### src/rtl/flk_pkg.sv
// Shared encodings for the lock-bit command controller.
// Assumes byte-wide commands; status bit positions are fixed by the bus protocol.
package flk_pkg;
    typedef enum logic [2:0] {
        OP_NONE, OP_SET_BLK, OP_SET_MST, OP_CLR_ALL, OP_ERASE, OP_WRITE
    } op_e;

    typedef enum logic [2:0] {
        MD_ARRAY, MD_STATUS, MD_LOCK_SU, MD_ERASE_SU, MD_WRITE_SU
    } mode_e;

    localparam logic [7:0] CMD_RD_ARRAY = 8'hFF;
    localparam logic [7:0] CMD_RD_STAT  = 8'h70;
    localparam logic [7:0] CMD_CLR_STAT = 8'h50;
    localparam logic [7:0] CMD_LOCK_SU  = 8'h60;
    localparam logic [7:0] CMD_ERASE_SU = 8'h20;
    localparam logic [7:0] CMD_WRITE_SU = 8'h40;
    localparam logic [7:0] CNF_SET_BLK  = 8'h01;
    localparam logic [7:0] CNF_SET_MST  = 8'hF1;
    localparam logic [7:0] CNF_CLR_ERA  = 8'hD0;

    localparam int SB_READY = 7;
    localparam int SB_ERAC  = 5;   // erase / clear failure
    localparam int SB_PRGS  = 4;   // write / set-lock failure
    localparam int SB_VPP   = 3;
    localparam int SB_LOCK  = 1;

    localparam logic [7:0] ERR_MASK = 8'b0011_1010;
    localparam logic [7:0] BAD_SEQ  = 8'b0011_0000;

    // Status bit that names the operation class of a failure.
    function automatic logic [7:0] class_bit(op_e op);
        logic [7:0] m;
        m = 8'h00;
        if (op == OP_CLR_ALL || op == OP_ERASE) m[SB_ERAC] = 1'b1;
        else if (op != OP_NONE)                 m[SB_PRGS] = 1'b1;
        return m;
    endfunction
endpackage

### src/rtl/flk_guard.sv
// Protection check: maps a candidate operation and qualifiers to error bits.
// Purely combinational; zero result means the operation is permitted.
// Assumes the voltage fault takes priority over any lock fault.
module flk_guard
    import flk_pkg::*;
(
    input  op_e        op,
    input  logic       tgt_locked,
    input  logic       master,
    input  logic       vpp_ok,
    input  logic       rp_hh,
    output logic [7:0] err
);
    logic violation;

    // Decide whether the lock rules forbid the operation.
    always_comb begin
        unique case (op)
            OP_SET_BLK: violation = master && !rp_hh;
            OP_SET_MST: violation = !rp_hh;
            OP_CLR_ALL: violation = master && !rp_hh;
            OP_ERASE,
            OP_WRITE:   violation = tgt_locked && !rp_hh;
            default:    violation = 1'b0;
        endcase
    end

    // Compose the error byte from cause and operation class.
    always_comb begin
        err = 8'h00;
        if (op != OP_NONE) begin
            if (!vpp_ok) begin
                err = class_bit(op);
                err[SB_VPP] = 1'b1;
            end else if (violation) begin
                err = class_bit(op);
                err[SB_LOCK] = 1'b1;
            end
        end
    end
endmodule

### src/rtl/flk_busy_timer.sv
// Busy-period model: a start pulse holds busy for BUSY_CYC cycles,
// with a done pulse in the last one. Assumes start never arrives while busy.
module flk_busy_timer #(
    parameter int BUSY_CYC = 8
) (
    input  logic clk,
    input  logic rst_n,
    input  logic start,
    output logic busy,
    output logic done
);
    localparam int CNT_W = $clog2(BUSY_CYC + 1);
    localparam logic [CNT_W-1:0] LOAD = CNT_W'(BUSY_CYC);

    logic [CNT_W-1:0] cnt_q;

    // Load on start, then count down to idle.
    always_ff @(posedge clk) begin
        if (!rst_n)               cnt_q <= '0;
        else if (start)           cnt_q <= LOAD;
        else if (cnt_q != '0)     cnt_q <= cnt_q - 1'b1;
    end

    assign busy = (cnt_q != '0);
    assign done = (cnt_q == CNT_W'(1));

    assert_full_load_R3: assert property (@(posedge clk) disable iff (!rst_n)
        start |=> (cnt_q == LOAD));
    assert_no_restart_R13: assert property (@(posedge clk) disable iff (!rst_n)
        start |-> (cnt_q == '0));
endmodule

### src/rtl/flk_lock_store.sv
// Holds per-block lock flags and the master lock flag.
// Applies only permitted, completed operations; master lock has no clear path.
module flk_lock_store
    import flk_pkg::*;
#(
    parameter int NUM_BLK = 32,
    localparam int BLK_W = $clog2(NUM_BLK)
) (
    input  logic               clk,
    input  logic               rst_n,
    input  logic               apply_vld,
    input  op_e                apply_op,
    input  logic [BLK_W-1:0]   apply_blk,
    output logic [NUM_BLK-1:0] locks,
    output logic               master
);
    logic [NUM_BLK-1:0] lock_q;
    logic               mst_q;

    // Per-block flags: set one, or clear all in parallel.
    for (genvar g = 0; g < NUM_BLK; g++) begin : g_blk
        always_ff @(posedge clk) begin
            if (!rst_n)
                lock_q[g] <= 1'b0;
            else if (apply_vld && apply_op == OP_CLR_ALL)
                lock_q[g] <= 1'b0;
            else if (apply_vld && apply_op == OP_SET_BLK && apply_blk == BLK_W'(g))
                lock_q[g] <= 1'b1;
        end
    end

    // Master flag: set-only.
    always_ff @(posedge clk) begin
        if (!rst_n)                                    mst_q <= 1'b0;
        else if (apply_vld && apply_op == OP_SET_MST)  mst_q <= 1'b1;
    end

    assign locks  = lock_q;
    assign master = mst_q;

    assert_master_sticky_R11: assert property (@(posedge clk) disable iff (!rst_n)
        mst_q |=> mst_q);
    assert_clear_all_R4: assert property (@(posedge clk) disable iff (!rst_n)
        (apply_vld && apply_op == OP_CLR_ALL) |=> (lock_q == '0));
    assert_locks_hold_R13: assert property (@(posedge clk) disable iff (!rst_n)
        !apply_vld |=> $stable(lock_q));
endmodule

### src/rtl/flk_cmd_seq.sv
// Command sequencer: tracks read mode and setup state, decodes confirm bytes,
// launches operations, and owns the sticky error bits of the status byte.
// Assumes the guard result refers to the candidate op and block of this cycle.
module flk_cmd_seq
    import flk_pkg::*;
#(
    parameter int NUM_BLK = 32,
    localparam int BLK_W = $clog2(NUM_BLK)
) (
    input  logic             clk,
    input  logic             rst_n,
    input  logic             wr_en,
    input  logic [7:0]       wr_data,
    input  logic [BLK_W-1:0] wr_blk,
    input  logic             busy,
    input  logic             done,
    input  logic [7:0]       guard_err,
    output op_e              cand_op,
    output logic             start,
    output logic             apply_vld,
    output op_e              apply_op,
    output logic [BLK_W-1:0] apply_blk,
    output logic [7:0]       err_bits,
    output logic             stat_mode
);
    mode_e            mode_q, mode_d;
    op_e              pend_op_q;
    logic [BLK_W-1:0] pend_blk_q;
    logic [7:0]       pend_err_q;
    logic [7:0]       err_q;
    logic             accept, bad_seq, clr_stat;

    assign accept = wr_en && !busy;

    // Decode the accepted byte against the current setup state.
    always_comb begin
        cand_op  = OP_NONE;
        bad_seq  = 1'b0;
        clr_stat = 1'b0;
        mode_d   = mode_q;
        if (accept) begin
            mode_d = MD_STATUS;
            unique case (mode_q)
                MD_LOCK_SU: begin
                    if      (wr_data == CNF_SET_BLK) cand_op = OP_SET_BLK;
                    else if (wr_data == CNF_SET_MST) cand_op = OP_SET_MST;
                    else if (wr_data == CNF_CLR_ERA) cand_op = OP_CLR_ALL;
                    else                             bad_seq = 1'b1;
                end
                MD_ERASE_SU: begin
                    if (wr_data == CNF_CLR_ERA) cand_op = OP_ERASE;
                    else                        bad_seq = 1'b1;
                end
                MD_WRITE_SU: cand_op = OP_WRITE;
                default: begin
                    if      (wr_data == CMD_RD_ARRAY) mode_d   = MD_ARRAY;
                    else if (wr_data == CMD_RD_STAT)  mode_d   = MD_STATUS;
                    else if (wr_data == CMD_CLR_STAT) clr_stat = 1'b1;
                    else if (wr_data == CMD_LOCK_SU)  mode_d   = MD_LOCK_SU;
                    else if (wr_data == CMD_ERASE_SU) mode_d   = MD_ERASE_SU;
                    else if (wr_data == CMD_WRITE_SU) mode_d   = MD_WRITE_SU;
                    else                              bad_seq  = 1'b1;
                end
            endcase
        end
    end

    assign start = (cand_op != OP_NONE);

    // Read mode and setup state register.
    always_ff @(posedge clk) begin
        if (!rst_n) mode_q <= MD_ARRAY;
        else        mode_q <= mode_d;
    end

    // Capture the launched operation and its verdict.
    always_ff @(posedge clk) begin
        if (!rst_n) begin
            pend_op_q  <= OP_NONE;
            pend_blk_q <= '0;
            pend_err_q <= 8'h00;
        end else if (start) begin
            pend_op_q  <= cand_op;
            pend_blk_q <= wr_blk;
            pend_err_q <= guard_err;
        end
    end

    // Sticky error bits: posted at completion or on a bad sequence.
    always_ff @(posedge clk) begin
        if (!rst_n)        err_q <= 8'h00;
        else if (clr_stat) err_q <= 8'h00;
        else if (bad_seq)  err_q <= err_q | BAD_SEQ;
        else if (done)     err_q <= err_q | (pend_err_q & ERR_MASK);
    end

    assign apply_vld = done && (pend_err_q == 8'h00);
    assign apply_op  = pend_op_q;
    assign apply_blk = pend_blk_q;
    assign err_bits  = err_q;
    assign stat_mode = (mode_q != MD_ARRAY);

    assert_bad_no_busy_R5: assert property (@(posedge clk) disable iff (!rst_n)
        bad_seq |=> !busy);
    assert_err_sticky_R12: assert property (@(posedge clk) disable iff (!rst_n)
        !clr_stat |=> ((err_q & $past(err_q)) == $past(err_q)));
endmodule

### src/rtl/flk_lock_ctrl.sv
// Top of the lock-bit command controller: joins sequencer, guard,
// busy timer and lock store, and forms the read data and ready pin.
// Assumes one write per wr_en cycle and a synchronous active-low reset.
module flk_lock_ctrl
    import flk_pkg::*;
#(
    parameter int NUM_BLK  = 32,
    parameter int BUSY_CYC = 8,
    localparam int BLK_W = $clog2(NUM_BLK)
) (
    input  logic               clk,
    input  logic               rst_n,
    input  logic               wr_en,
    input  logic [BLK_W-1:0]   wr_blk,
    input  logic [7:0]         wr_data,
    input  logic               vpp_ok,
    input  logic               rp_hh,
    output logic [7:0]         rd_data,
    output logic               rdy,
    output logic [NUM_BLK-1:0] blk_lock,
    output logic               mst_lock
);
    op_e              cand_op, apply_op;
    logic             start, busy, done, apply_vld, stat_mode;
    logic [BLK_W-1:0] apply_blk;
    logic [7:0]       guard_err, err_bits;

    flk_cmd_seq #(.NUM_BLK(NUM_BLK)) u_seq (
        .clk(clk), .rst_n(rst_n), .wr_en(wr_en), .wr_data(wr_data),
        .wr_blk(wr_blk), .busy(busy), .done(done), .guard_err(guard_err),
        .cand_op(cand_op), .start(start), .apply_vld(apply_vld),
        .apply_op(apply_op), .apply_blk(apply_blk), .err_bits(err_bits),
        .stat_mode(stat_mode)
    );

    flk_guard u_guard (
        .op(cand_op), .tgt_locked(blk_lock[wr_blk]), .master(mst_lock),
        .vpp_ok(vpp_ok), .rp_hh(rp_hh), .err(guard_err)
    );

    flk_busy_timer #(.BUSY_CYC(BUSY_CYC)) u_timer (
        .clk(clk), .rst_n(rst_n), .start(start), .busy(busy), .done(done)
    );

    flk_lock_store #(.NUM_BLK(NUM_BLK)) u_store (
        .clk(clk), .rst_n(rst_n), .apply_vld(apply_vld), .apply_op(apply_op),
        .apply_blk(apply_blk), .locks(blk_lock), .master(mst_lock)
    );

    // Read mux: status byte in status mode, erased-array pattern otherwise.
    always_comb begin
        rd_data = 8'hFF;
        if (stat_mode) begin
            rd_data = err_bits & ERR_MASK;
            rd_data[SB_READY] = !busy;
        end
    end

    assign rdy = !busy;
endmodule

### config.mk
export PLATFORM = sky130hd
export DESIGN_NAME = flk_lock_ctrl
export DESIGN_NICKNAME = d
export VERILOG_FILES = /design/src/rtl/flk_pkg.sv /design/src/rtl/flk_guard.sv /design/src/rtl/flk_busy_timer.sv /design/src/rtl/flk_lock_store.sv /design/src/rtl/flk_cmd_seq.sv /design/src/rtl/flk_lock_ctrl.sv
export SDC_FILE = /design/constraint.sdc
export NUM_CORES = 1
export LEC_CHECK = 0
export ABC_AREA = 1
export BUFFER_PORTS_ARGS = -buffer_cell sky130_fd_sc_hd__buf_2
export CORE_UTILIZATION = 49
export DETAILED_ROUTE_END_ITERATION = 8
export PLACE_DENSITY = 0.76
export SYNTH_ARGS = -nofsm -noshare
export SYNTH_HDL_FRONTEND = slang
export SYNTH_SLANG_ARGS = --single-unit
export TNS_END_PERCENT = 1
### constraint.sdc
create_clock -name clk -period 1.5 [get_ports clk]
set_input_delay 0.3 -clock clk [delete_from_list [all_inputs] [get_ports clk]]
set_output_delay 0.3 -clock clk [all_outputs]
set_load 0.02 [all_outputs]
==> impl_results.md <==
* Sw Pwr at between 1 and 1.5 mW
* Total of hold buffers inserted after clock tree synthesis at 0
* GRT Total Usage at between 20 and 30%
* Clk sink count at 56
* Drt initial violations at between 200 and 300
* Number of buffer cells added on primary ports at about 60
* Clock Power Share at 22.0%
* Routed length per instance at about 14 um
* Total global routing overflow at 0
* Total die area at between 0.006 and 0.007 mm^2
* Worst Setup SP: u_timer.cnt_q[1]
* Clk pin slew, worst setup/hold paths at approximately 0.1 ns
* Share of the synthesized netlist area taken by xor and xnor gates at less than 1%
* Internal at about 2.5 mW
* Setup crit start kind: register
* Total via count after detailed routing at roughly 3000
* Fmax achieved at 621 MHz
* Crit Path Max Fanout at 8
* Worst reg2reg startpoint: u_timer.cnt_q[1]
* Antenna violations before repair at 0
* Max Transition Viols Final at 0
* Die Ht at 77.7 um
* Detailed-routing iteration count for the pre-antenna-repair pass at 5
* Peak VDD IR at 1.30 mV
* Power per Cell Area at around 1000 mW/mm^2
* Per-instance average area after synthesis at ~7 um^2
* Required time at the worst-slack endpoint at around 1.8 ns
* Clock network latency to the later pin of the worst-skew pair at 0.31 ns
* Combined area of all synthesized cells at around 0.0028 mm^2
* Pin count of the biggest net entering global routing at 33
* Design Power at ~3.8 mW
* Wire length of the first global-routing pass at 12.2 mm
* Unrepaired setup endpoints after global routing: yes
* Synth warn at 0
* Hold path start: rp_hh
* Combinational Power Share at a little over a third
* Violated checks: negative setup slack
* Fraction of final layout cells with drive strength greater than 1 at 31.7%
* Share of cell area taken by muxes after synthesis at 0%
* Area growth from synthesis to layout at 31.5%
* CTS buffer count at 5
* Number of nets with antenna violations after detailed routing at 0
* Worst clock skew at 0.00883 ns
* Compound-gate portion of the synthesized area at between 10% and 20%
* I/O pin count at 60
* Least-Margin Pin Slew at 0.282 ns
* CTS tree: built
* Share of synthesized cell area in and, or, nand and nor gates at approximately a third
* # fillers at between 400 and 500
* Remaining DRCs at 0
* Via count of the first global-routing pass at 2748
* Number of buffers between clock root and the deepest sink at 2
* Kind of end point of the critical path: register
* Arrival time at the worst endpoint at about 1.9 ns
* Distinct cells, synth at 35
* Setup TNS Final at -3.19 ns
* Setup violators final at between 40 and 50
* Seq pwr share at a little over two fifths
* Type of the setup path with the least slack: reg -> reg
* Post-synthesis share of cell area spent on full adders, half adders and majority gates at less than 1%
* Max-Cap Viols at 0
* H-tree Lvls at 2
* Std cell rows at 27
* Register area share after synthesis at 39.9%
* Minimum setup slack in the final design at -0.112 ns
* Core Box Area at around 0.0055 mm^2
* Dominant combinational cell family by area after synthesis: simple AND/OR/NAND/NOR gates
* Net count of the finished layout at 505
* Via density per instance at between 5 and 6
* Number of endpoints with negative hold slack in the final report at 0
* Starting utilization of the core area at 51.0%
* Minimum period implied by the final worst setup slack at ~1.6 ns
* Relative slew margins at 81.0%
* Cell count after synthesis at between 400 and 500
* Cell leakage power at 1.67 nW
* Flip-flop and latch count after synthesis at 56
* Final weighted congestion in routability-driven placement at ~0.94
* Diodes inserted at 0
* Half-perimeter wire length after placement at between 5 and 6 mm
* Overall die width at between 70 and 80 um
* Mapped Nets at between 400 and 500
* Routed Wire Length at slightly below 8 mm
* Worst Hold Class: in -> reg
* Sw Ratio at between 30% and 40%
* Final cycle utilization of the critical path at 107%
* Outcome: finished with violations
* CTS root buffer: sky130_fd_sc_hd__clkbuf_8
## cell families (layout without fill, tap and decap cells)
family / Yosys count / after routing
buffers and inverters: 69 / 152
DFF: 56 / 56
adders and majority gates: 2 / 2
and+or+nand+nor: 214 / 214
AOI/OAI and AO/OA: 61 / 61
xor gates and xnor gates: 1 / 1
## area by class of cell
| class | count | area, um^2 | share of cell area [%] |
|---|---|---|---|
| Sequential cell | 56 | 1130 | 30.6 |
| Inverter | 53 | 211 | 5.73 |
| Clock inverter | 3 | 21.3 | 0.576 |
| Tap cell | 72 | 90.1 | 2.44 |
| Multi-Input combinational cell | 278 | 1510 | 41.0 |
| Timing Repair Buffer | 91 | 657 | 17.8 |
| Clock buffer | 5 | 68.8 | 1.86 |
## registers in the layout, summed over array words and instances (netlist names)
signal            cells
u_seq.apply_op        3
u_store.master        1
u_seq.err_bits        4
u_seq.mode_q          3
u_store.locks        32
u_seq.apply_blk       5
u_seq.pend_err_q      4
u_timer.cnt_q         4
## Yosys cell counts, drive strengths merged
master / number / area (um^2)
ha: 2 / 25.0
or3: 2 / 12.5
and2: 1 / 6.26
a31oi: 30 / 188
nand3: 44 / 225
nor4: 2 / 42.5
o21ai: 10 / 50.0
o22ai: 8 / 50.1
dfxtp: 56 / 1120
clkbuf: 3 / 18.8
o2111ai: 1 / 8.76
a221oi: 1 / 8.76
nand4: 3 / 18.8
nand2: 95 / 379
inv: 51 / 196
nor2: 63 / 251
a21oi: 10 / 50.1
clkinv: 2 / 7.51
buf: 13 / 105
xnor2: 1 / 8.76
o21a: 1 / 7.51
or2: 1 / 6.26
nor3: 3 / 20.0
## worst max-delay path, stage by stage (launching register included)
cell,delay [ns]
sky130_fd_sc_hd__dfxtp_2,0.34
sky130_fd_sc_hd__inv_2,0.08
sky130_fd_sc_hd__buf_6,0.10
sky130_fd_sc_hd__ha_4,0.11
sky130_fd_sc_hd__nand2_2,0.05
sky130_fd_sc_hd__inv_2,0.08
sky130_fd_sc_hd__nand2_4,0.06
sky130_fd_sc_hd__nor4_4,0.22
sky130_fd_sc_hd__buf_6,0.18
sky130_fd_sc_hd__clkbuf_16,0.16
sky130_fd_sc_hd__a31oi_1,0.07
sky130_fd_sc_hd__nor2_1,0.10
## power groups by stage
| stage | clock network (mW) | registers [mW] | logic (mW) |
|---|---|---|---|
| 2_1_floorplan | 0 | 1.62 | 0.666 |
| 3_3_place_gp | 0 | 1.62 | 1.06 |
| 3_5_place_dp | 0 | 1.62 | 1.07 |
| 4_1_cts | 0.867 | 1.60 | 1.26 |
| 5_1_grt | 0.927 | 1.62 | 1.50 |
| 6_report | 0.841 | 1.61 | 1.38 |
## routing by layer
metal	track usage, %	part of all wire (%)	wire, um
met1	34.5	45	3480
met2	39.9	46	3560
met3	5.06	7.4	574
met4	6.98	2.2	173
met5	0	0	0
## worst paths after layout
check                         to  slack [ns]  cells after the start
min          u_seq.pend_err_q[1]        0.26                      4
min reg2reg    u_seq.err_bits[3]        0.49                      2
max reg2reg    u_store.locks[25]       -0.11                     11
max            u_store.locks[25]       -0.11                     11
## timing repair
item / CTS / global route
gates cloned: 0 / 3
setup buffers: 0 / 3
resized for setup: 38 / 23
endpoints found under the setup margin: 59 / 61
pin swaps: 3 / 8
## layout by cell type (no fill, tap or decap), types with 4 or more instances in the layout
cell type,n
sky130_fd_sc_hd__nand3_1,40
sky130_fd_sc_hd__inv_2,5
sky130_fd_sc_hd__inv_4,5
sky130_fd_sc_hd__nand2_4,4
sky130_fd_sc_hd__clkbuf_8,5
sky130_fd_sc_hd__o21ai_0,6
sky130_fd_sc_hd__a31oi_1,29
sky130_fd_sc_hd__inv_1,41
sky130_fd_sc_hd__dfxtp_1,51
sky130_fd_sc_hd__nand2_2,14
sky130_fd_sc_hd__buf_2,53
sky130_fd_sc_hd__buf_4,24
sky130_fd_sc_hd__nor2_4,5
sky130_fd_sc_hd__nor2_1,57
sky130_fd_sc_hd__a21oi_1,8
sky130_fd_sc_hd__o22ai_1,8
sky130_fd_sc_hd__buf_6,9
sky130_fd_sc_hd__dfxtp_2,4
sky130_fd_sc_hd__nand2_1,77
## metrics by stage
stage	instance area, um^2	utilization, %	setup WS, ns	hold slack [ns]	std cells
floorplan	2810	-	-0.0552	0.436	403
global placement	3310	60.1	-0.139	0.446	544
global route	3690	67.1	-0.234	0.265	558
CTS	3520	64.0	-0.0502	0.251	552
finish	3690	67.1	-0.112	0.259	558
detailed placement	3310	60.1	-0.220	0.455	544
(Power assumes the default switching activity.)
